==> config.mk <==
export PLATFORM = sky130hd
export DESIGN_NAME = pwrup_cfg_loader
export DESIGN_NICKNAME = d
export VERILOG_FILES = /design/src/rtl/pwrup_cfg_loader.sv
export SDC_FILE = /design/constraint.sdc
export NUM_CORES = 1
export LEC_CHECK = 0
export ABC_AREA = 1
export BUFFER_PORTS_ARGS = -buffer_cell sky130_fd_sc_hd__buf_4
export CAP_MARGIN = 20
export CORE_ASPECT_RATIO = 1.5
export CORE_MARGIN = 8
export CORE_UTILIZATION = 54
export DETAILED_ROUTE_END_ITERATION = 10
export PLACE_DENSITY = 0.86
export SYNTH_ARGS = -nofsm -noshare
export SYNTH_HDL_FRONTEND = slang
export SYNTH_SLANG_ARGS = --single-unit
==> constraint.sdc <==
create_clock -name clk -period 3.94 [get_ports clk]
set_input_delay 0.591 -clock clk [delete_from_list [all_inputs] [get_ports clk]]
set_output_delay 0.591 -clock clk [all_outputs]
set_load 0.01 [all_outputs]
==> src/rtl/pwrup_cfg_loader.sv <==
module pwrup_cfg_loader #(
  parameter int NCH      = 4,
  parameter int HOLD_CYC = 25_000_000
) (
  input  logic             clk,
  input  logic             rst,
  input  logic             pin_tx_on,
  input  logic [1:0]       pin_lvl,
  input  logic [1:0]       pin_pe,
  input  logic             pin_fast_det,
  input  logic             pin_sq_en,
  input  logic             pin_ofs_en,
  input  logic             pin_i2c_mode,
  output logic             busy,
  output logic             load_stb,
  output logic             wr_allow,
  output logic [2*NCH-1:0] cfg_pe,
  output logic [2*NCH-1:0] cfg_lvl,
  output logic [2*NCH-1:0] cfg_onpol,
  output logic [2*NCH-1:0] cfg_detmode,
  output logic [2*NCH-1:0] cfg_ofsthr,
  output logic [2*NCH-1:0] rb_pe,
  output logic [2*NCH-1:0] rb_lvl,
  output logic [2*NCH-1:0] rb_onpol,
  output logic [2*NCH-1:0] rb_detmode,
  output logic [2*NCH-1:0] rb_ofsthr
);
  localparam int FW = 2*NCH;
  localparam int CW = (HOLD_CYC > 1) ? $clog2(HOLD_CYC) : 1;
  localparam logic [CW-1:0] LAST = CW'(HOLD_CYC-1);
  localparam logic [FW-1:0] RST_ONPOL = {{NCH{1'b1}}, {NCH{1'b0}}};
  localparam logic [FW-1:0] RST_OFSTHR = {{NCH{1'b0}}, {NCH{1'b1}}};
  localparam logic [FW-1:0] MASK_PAIR = FW'(3);
  localparam logic [FW-1:0] MASK_SPLIT = FW'(1) | (FW'(1) << NCH);

  logic [CW-1:0] cnt;
  logic          i2c_q;
  logic [FW-1:0] pv_pe, pv_lvl, pv_onpol, pv_detmode, pv_ofsthr;

  for (genvar g = 0; g < NCH; g++) begin : g_lane
    assign pv_pe[2*g +: 2]     = pin_pe;
    assign pv_lvl[2*g +: 2]    = pin_lvl;
    assign pv_onpol[NCH+g]     = pin_tx_on;
    assign pv_onpol[g]         = 1'b0;
    assign pv_detmode[NCH+g]   = pin_sq_en;
    assign pv_detmode[g]       = pin_fast_det;
    assign pv_ofsthr[NCH+g]    = pin_ofs_en;
    assign pv_ofsthr[g]        = 1'b1;
  end

  always_ff @(posedge clk) begin
    if (rst) begin
      busy        <= 1'b1;
      cnt         <= '0;
      load_stb    <= 1'b0;
      i2c_q       <= 1'b0;
      cfg_pe      <= '0;
      cfg_lvl     <= '0;
      cfg_onpol   <= RST_ONPOL;
      cfg_detmode <= '0;
      cfg_ofsthr  <= RST_OFSTHR;
    end else if (busy) begin
      if (cnt == LAST) begin
        busy        <= 1'b0;
        load_stb    <= 1'b1;
        i2c_q       <= pin_i2c_mode;
        cfg_pe      <= pv_pe;
        cfg_lvl     <= pv_lvl;
        cfg_onpol   <= pv_onpol;
        cfg_detmode <= pv_detmode;
        cfg_ofsthr  <= pv_ofsthr;
      end else begin
        cnt      <= cnt + 1'b1;
        load_stb <= 1'b0;
      end
    end else if (!i2c_q) begin
      load_stb    <= 1'b1;
      cfg_pe      <= pv_pe;
      cfg_lvl     <= pv_lvl;
      cfg_onpol   <= pv_onpol;
      cfg_detmode <= pv_detmode;
      cfg_ofsthr  <= pv_ofsthr;
    end else begin
      load_stb <= 1'b0;
    end
  end

  wire pin_ctl = !busy && !i2c_q;
  assign wr_allow   = !busy && i2c_q;
  assign rb_pe      = pin_ctl ? (cfg_pe      & MASK_PAIR)  : cfg_pe;
  assign rb_lvl     = pin_ctl ? (cfg_lvl     & MASK_PAIR)  : cfg_lvl;
  assign rb_onpol   = pin_ctl ? (cfg_onpol   & MASK_SPLIT) : cfg_onpol;
  assign rb_detmode = pin_ctl ? (cfg_detmode & MASK_SPLIT) : cfg_detmode;
  assign rb_ofsthr  = pin_ctl ? (cfg_ofsthr  & MASK_SPLIT) : cfg_ofsthr;

  a_r1_reset_holds: assert property (@(posedge clk)
    rst |=> (busy && !load_stb && cfg_pe == '0 && cfg_onpol == RST_ONPOL));

  a_r2_busy_until_count: assert property (@(posedge clk) disable iff (rst)
    (busy && cnt != LAST) |=> busy);

  a_r3_load_on_release: assert property (@(posedge clk) disable iff (rst)
    $fell(busy) |-> load_stb);

  a_r5_serial_images_hold: assert property (@(posedge clk) disable iff (rst)
    (wr_allow && $past(wr_allow)) |-> ($stable(cfg_pe) && $stable(cfg_onpol) && !load_stb));

  a_r6_pin_mode_tracks: assert property (@(posedge clk) disable iff (rst)
    (pin_ctl && $past(pin_ctl)) |-> (cfg_lvl == {NCH{$past(pin_lvl)}} && load_stb));
endmodule

==> Word-level counts from Yosys, hierarchy flattened <==
Index checks and enable logic that the tools add are counted.
Widths: inputs -> output; s select.
{ "op_classes": {"n_addsub": 1, "n_eq_ne": 3, "muxes": 25, "bitwise_logic": 1, "reduce_logical": 7} }
{ "op_table": {"columns": ["cell", "n"], "rows": [
  ["$mux 8", 20],
  ["$add 25x1->25 const B", 1],
  ["$eq 25x25->1 const B", 1],
  ["$reduce_and 2->1", 3],
  ["$mux 1", 5],
  ["$logic_and 1x1->1", 2],
  ["$logic_not 1->1", 2],
  ["$ne 2x1->1 const B", 1],
  ["$ne 2x2->1 const B", 1],
  ["$not 1->1", 1]
]} }
{ "word_totals": {"reg_bits": 68, "inputBits": 11, "elab_cells": 46} }

==> Logic depth before layout (Yosys ltp) <==
{ "logic_depth": {"word_depth": 3, "ltp_mapped": 11} }

==> Least setup slack after synthesis <==
No wires, ideal clock.
{ "synth_path": {"kind": "register -> output", "start": "register busy", "end": "output port rb_detmode[2]", "t_arrival_ps": 1303, "required_time_ps": 3349, "path_slack_ps": 2046, "path_stages_with_launch": 5, "n_path_buf": 2, "path_cell_list": "dfxtp_1 > buf_1 > nor2_2 > nor2_1 > buf_4"} }
{ "synth_between": {"elab_chain_len": 3} }
{ "synth_rtl": {"columns": ["element", "line_no", "text"], "rows": [
  ["start, declared", "14", "output logic busy,"],
  ["start signal, assigned", "53", "busy <= 1'b1;"],
  ["start signal, assigned", "64", "busy <= 1'b0;"],
  ["$logic_not 1->1", "88", "wire pin_ctl = !busy && !i2c_q;"],
  ["$logic_and 1x1->1", "88", null],
  ["$mux 8", "93", "assign rb_detmode = pin_ctl ? (cfg_detmode & MASK_SPLIT) : cfg_detmode;"],
  ["end, declared", "25", "output logic [2*NCH-1:0] rb_detmode,"]
]} }
Every way passes these cells.

==> Worst setup path after layout <==
{ "layout_path": {"start": "register busy", "end": "output port rb_lvl[3]"} }
{ "layout_between": {"elab_chain_len": 3} }
{ "layout_rtl": {"columns": ["element", "line_no", "text"], "rows": [
  ["$logic_not 1->1", "88", null],
  ["$logic_and 1x1->1", "88", null],
  ["$mux 8", "91", "assign rb_lvl = pin_ctl ? (cfg_lvl & MASK_PAIR) : cfg_lvl;"],
  ["end, declared", "23", "output logic [2*NCH-1:0] rb_lvl,"]
]} }
Every way passes these cells.

==> flow_summary.ini <==
[sta]
final_max_slew_viol_count = 0
hold_viol_final = 0
setup-tns-final_ns = 0
fin_skew_ns = 0.005520
setup_violations = 0
max_clock_freq_ghz = 0.4635
finalWorstSetupSlack_ns = 1.782
fin_crit_ns = 2.158
holdWs_ns = 0.4993
min_period_over_period = 0.5476
rsz0062_at_grt = false

[clocking]
cts_resized = 0
cts_buffers = 5
root_buffer = clkbuf_8
clockBufferDepth = 2
path_clk_slew_ns = 0.07
tritoncts = done
cts_hold_buf = 0
clock_sinks = 36
clock_latency_ns = 0.29
post-cts-setup-buffers = 0
htree_levels = 2

[synth]
ys_seq_area_frac = 0.2742
syn_avg_cell_area_um2 = 6.672
postSynthCellCount = 394
ys_async_sr_fraction = 0
synth_warnings = 0
synth-edff-count = 0
ys.flop_type = dfxtp_1
ys_ff_latch = 36
syn_area_um2 = 2629
synth.distinct_cells = 26

[die]
dieArea_um2 = 7403
core_area_um2 = 4771
ios = 94
rows = 31
start_util = 0.5510
fp.dieH_um = 101.5
die_x_um = 72.97

[critical_path]
critPathCaptureType = output port
worst-path-max-fanout = 12
path_class = reg2out
cp.required_ns = 3.35
critPathArrivalTime_ns = 1.57
r2r_slack_ns = 1.91
cp-start-kind = register

[global_route]
overflow = 0
grt_pass1_wl_mm = 10.30
grt_max_degree = 30
track_usage = 0.1729
antenna_found_initial = 0
grt_pass1_vias = 2318

[place]
post-place-ws_ns = 1.906
dp_hpwl_mm = 4.934
numPortBuffers = 80
dpl-instance-area_um2 = 2811
place_congestion = 0.9617

[layout]
area_growth_pct = 10.52
utilization = 0.6090
fin_area_um2 = 2905
drive_gt1_frac = 0.2922
multiInputGateArea_um2 = 1284
nets = 432
nFillCells = 455
diodes = 0
seq_area_um2 = 720.7

[detailed_routing]
ant_nets = 0
met3WireLength_um = 685
vias_per_cell = 4.848
num_vias = 2361
firstDrtPassIters = 5
drt_iter0_drc = 103
wirelength_mm = 6.197
wl_met1_mm = 2.287
met2_length_mm = 3.070
wl_per_cell_um = 12.72
routed.top_layer = met4
drc = 0

[pwr]
power_density_nw_per_um2 = 230.4
vdd_drop_max_v = 0.0001858
leakage_uw = 0.001228

[job]
maxCapViolCount = 0

[worst_hold_path]
hp-class = in2reg

[status]
status = finished clean
## cells in the final DEF, fill, tap and decap left out, drive strengths merged
cell type and count:
nand2 120, buf 80, nor2 60, dfxtp 36
inv 33, a21oi 27, nand3 17, conb 13
xor2 9, nand4 8, clkbuf 7, xnor2 5
o21ai 3, nand3b 1, ha 1, clkinvlp 1
## per-stage QoR
step	std cells	total power, uW
final	487	669.4
after global routing	487	695.3
after CTS	487	677.2
after detailed placement	479	404.4
after global placement	479	403.7
after floorplan	405	403.7
## report_power, final
part | switching, uW | internal (uW) | leakage (uW)
logic | 18.0 | 9.50 | 0.000893
registers | 2.76 | 366 | 0.000291
clock network | 131 | 142 | 0.0000445
total | 152 | 518 | 0.00123
## cell type report
cell class                 instances  share of cell area
clock buffer                       7             0.02972
timing repair buffer              80              0.2067
multi-input combinational        264              0.4419
tap                               66             0.02842
clock inverter                     1            0.002584
inverter                          33             0.04264
sequential                        36              0.2481
## worst max-delay path, stage by stage, from the launching register on
cell and delay, ns:
dfxtp_1 0.62, nor2_2 0.18, nor2_1 0.29, buf_4 0.19
## cell usage after synthesis, types with 3 or more instances
master | count | area share
clkbuf_1 | 3 | 0.0043
nand3_1 | 17 | 0.032
a21oi_2 | 19 | 0.063
nor2_1 | 57 | 0.081
a21oi_1 | 8 | 0.015
nand2_2 | 11 | 0.026
xor2_1 | 9 | 0.030
dfxtp_1 | 36 | 0.27
nand4_1 | 8 | 0.019
buf_6 | 3 | 0.013
nand2_1 | 107 | 0.15
inv_1 | 32 | 0.046
buf_4 | 63 | 0.18
xnor2_1 | 5 | 0.017
## layer usage
| metal | GRT usage | vias to the layer above |
|---|---|---|
| met4 | 0.08204 | 0 |
| met3 | 0.05550 | 16 |
| li1 | - | 1193 |
| met5 | 0 | - |
| met1 | 0.1599 | 1035 |
| met2 | 0.3271 | 117 |
## cell families after synthesis
kind of cell | count (synthesis) | share of synthesized area
buf+inv | 105 | 0.2532
xor+xnor | 14 | 0.04665
fa+ha+maj | 1 | 0.004759
other cells | 2 | 0.002857
flops | 36 | 0.2742
simple gates | 206 | 0.3341
compound gates | 30 | 0.08424
## final timing paths
kind | start | to | cells after the start
worst max register to register | cnt[0] | cfg_ofsthr[6] | 9
worst max-delay path | busy | rb_lvl[3] | 3
worst min-delay path | pin_tx_on | cfg_onpol[6] | 3
worst min register to register | i2c_q | i2c_q | 2
## registers in the layout, indices dropped and copies added (netlist names)
register	count
cnt	25
cfg_pe	2
cfg_ofsthr	1
cfg_lvl	2
cfg_onpol	1
load_stb	1
busy	1
i2c_q	1
cfg_detmode	2
(Power assumes the default switching activity.)
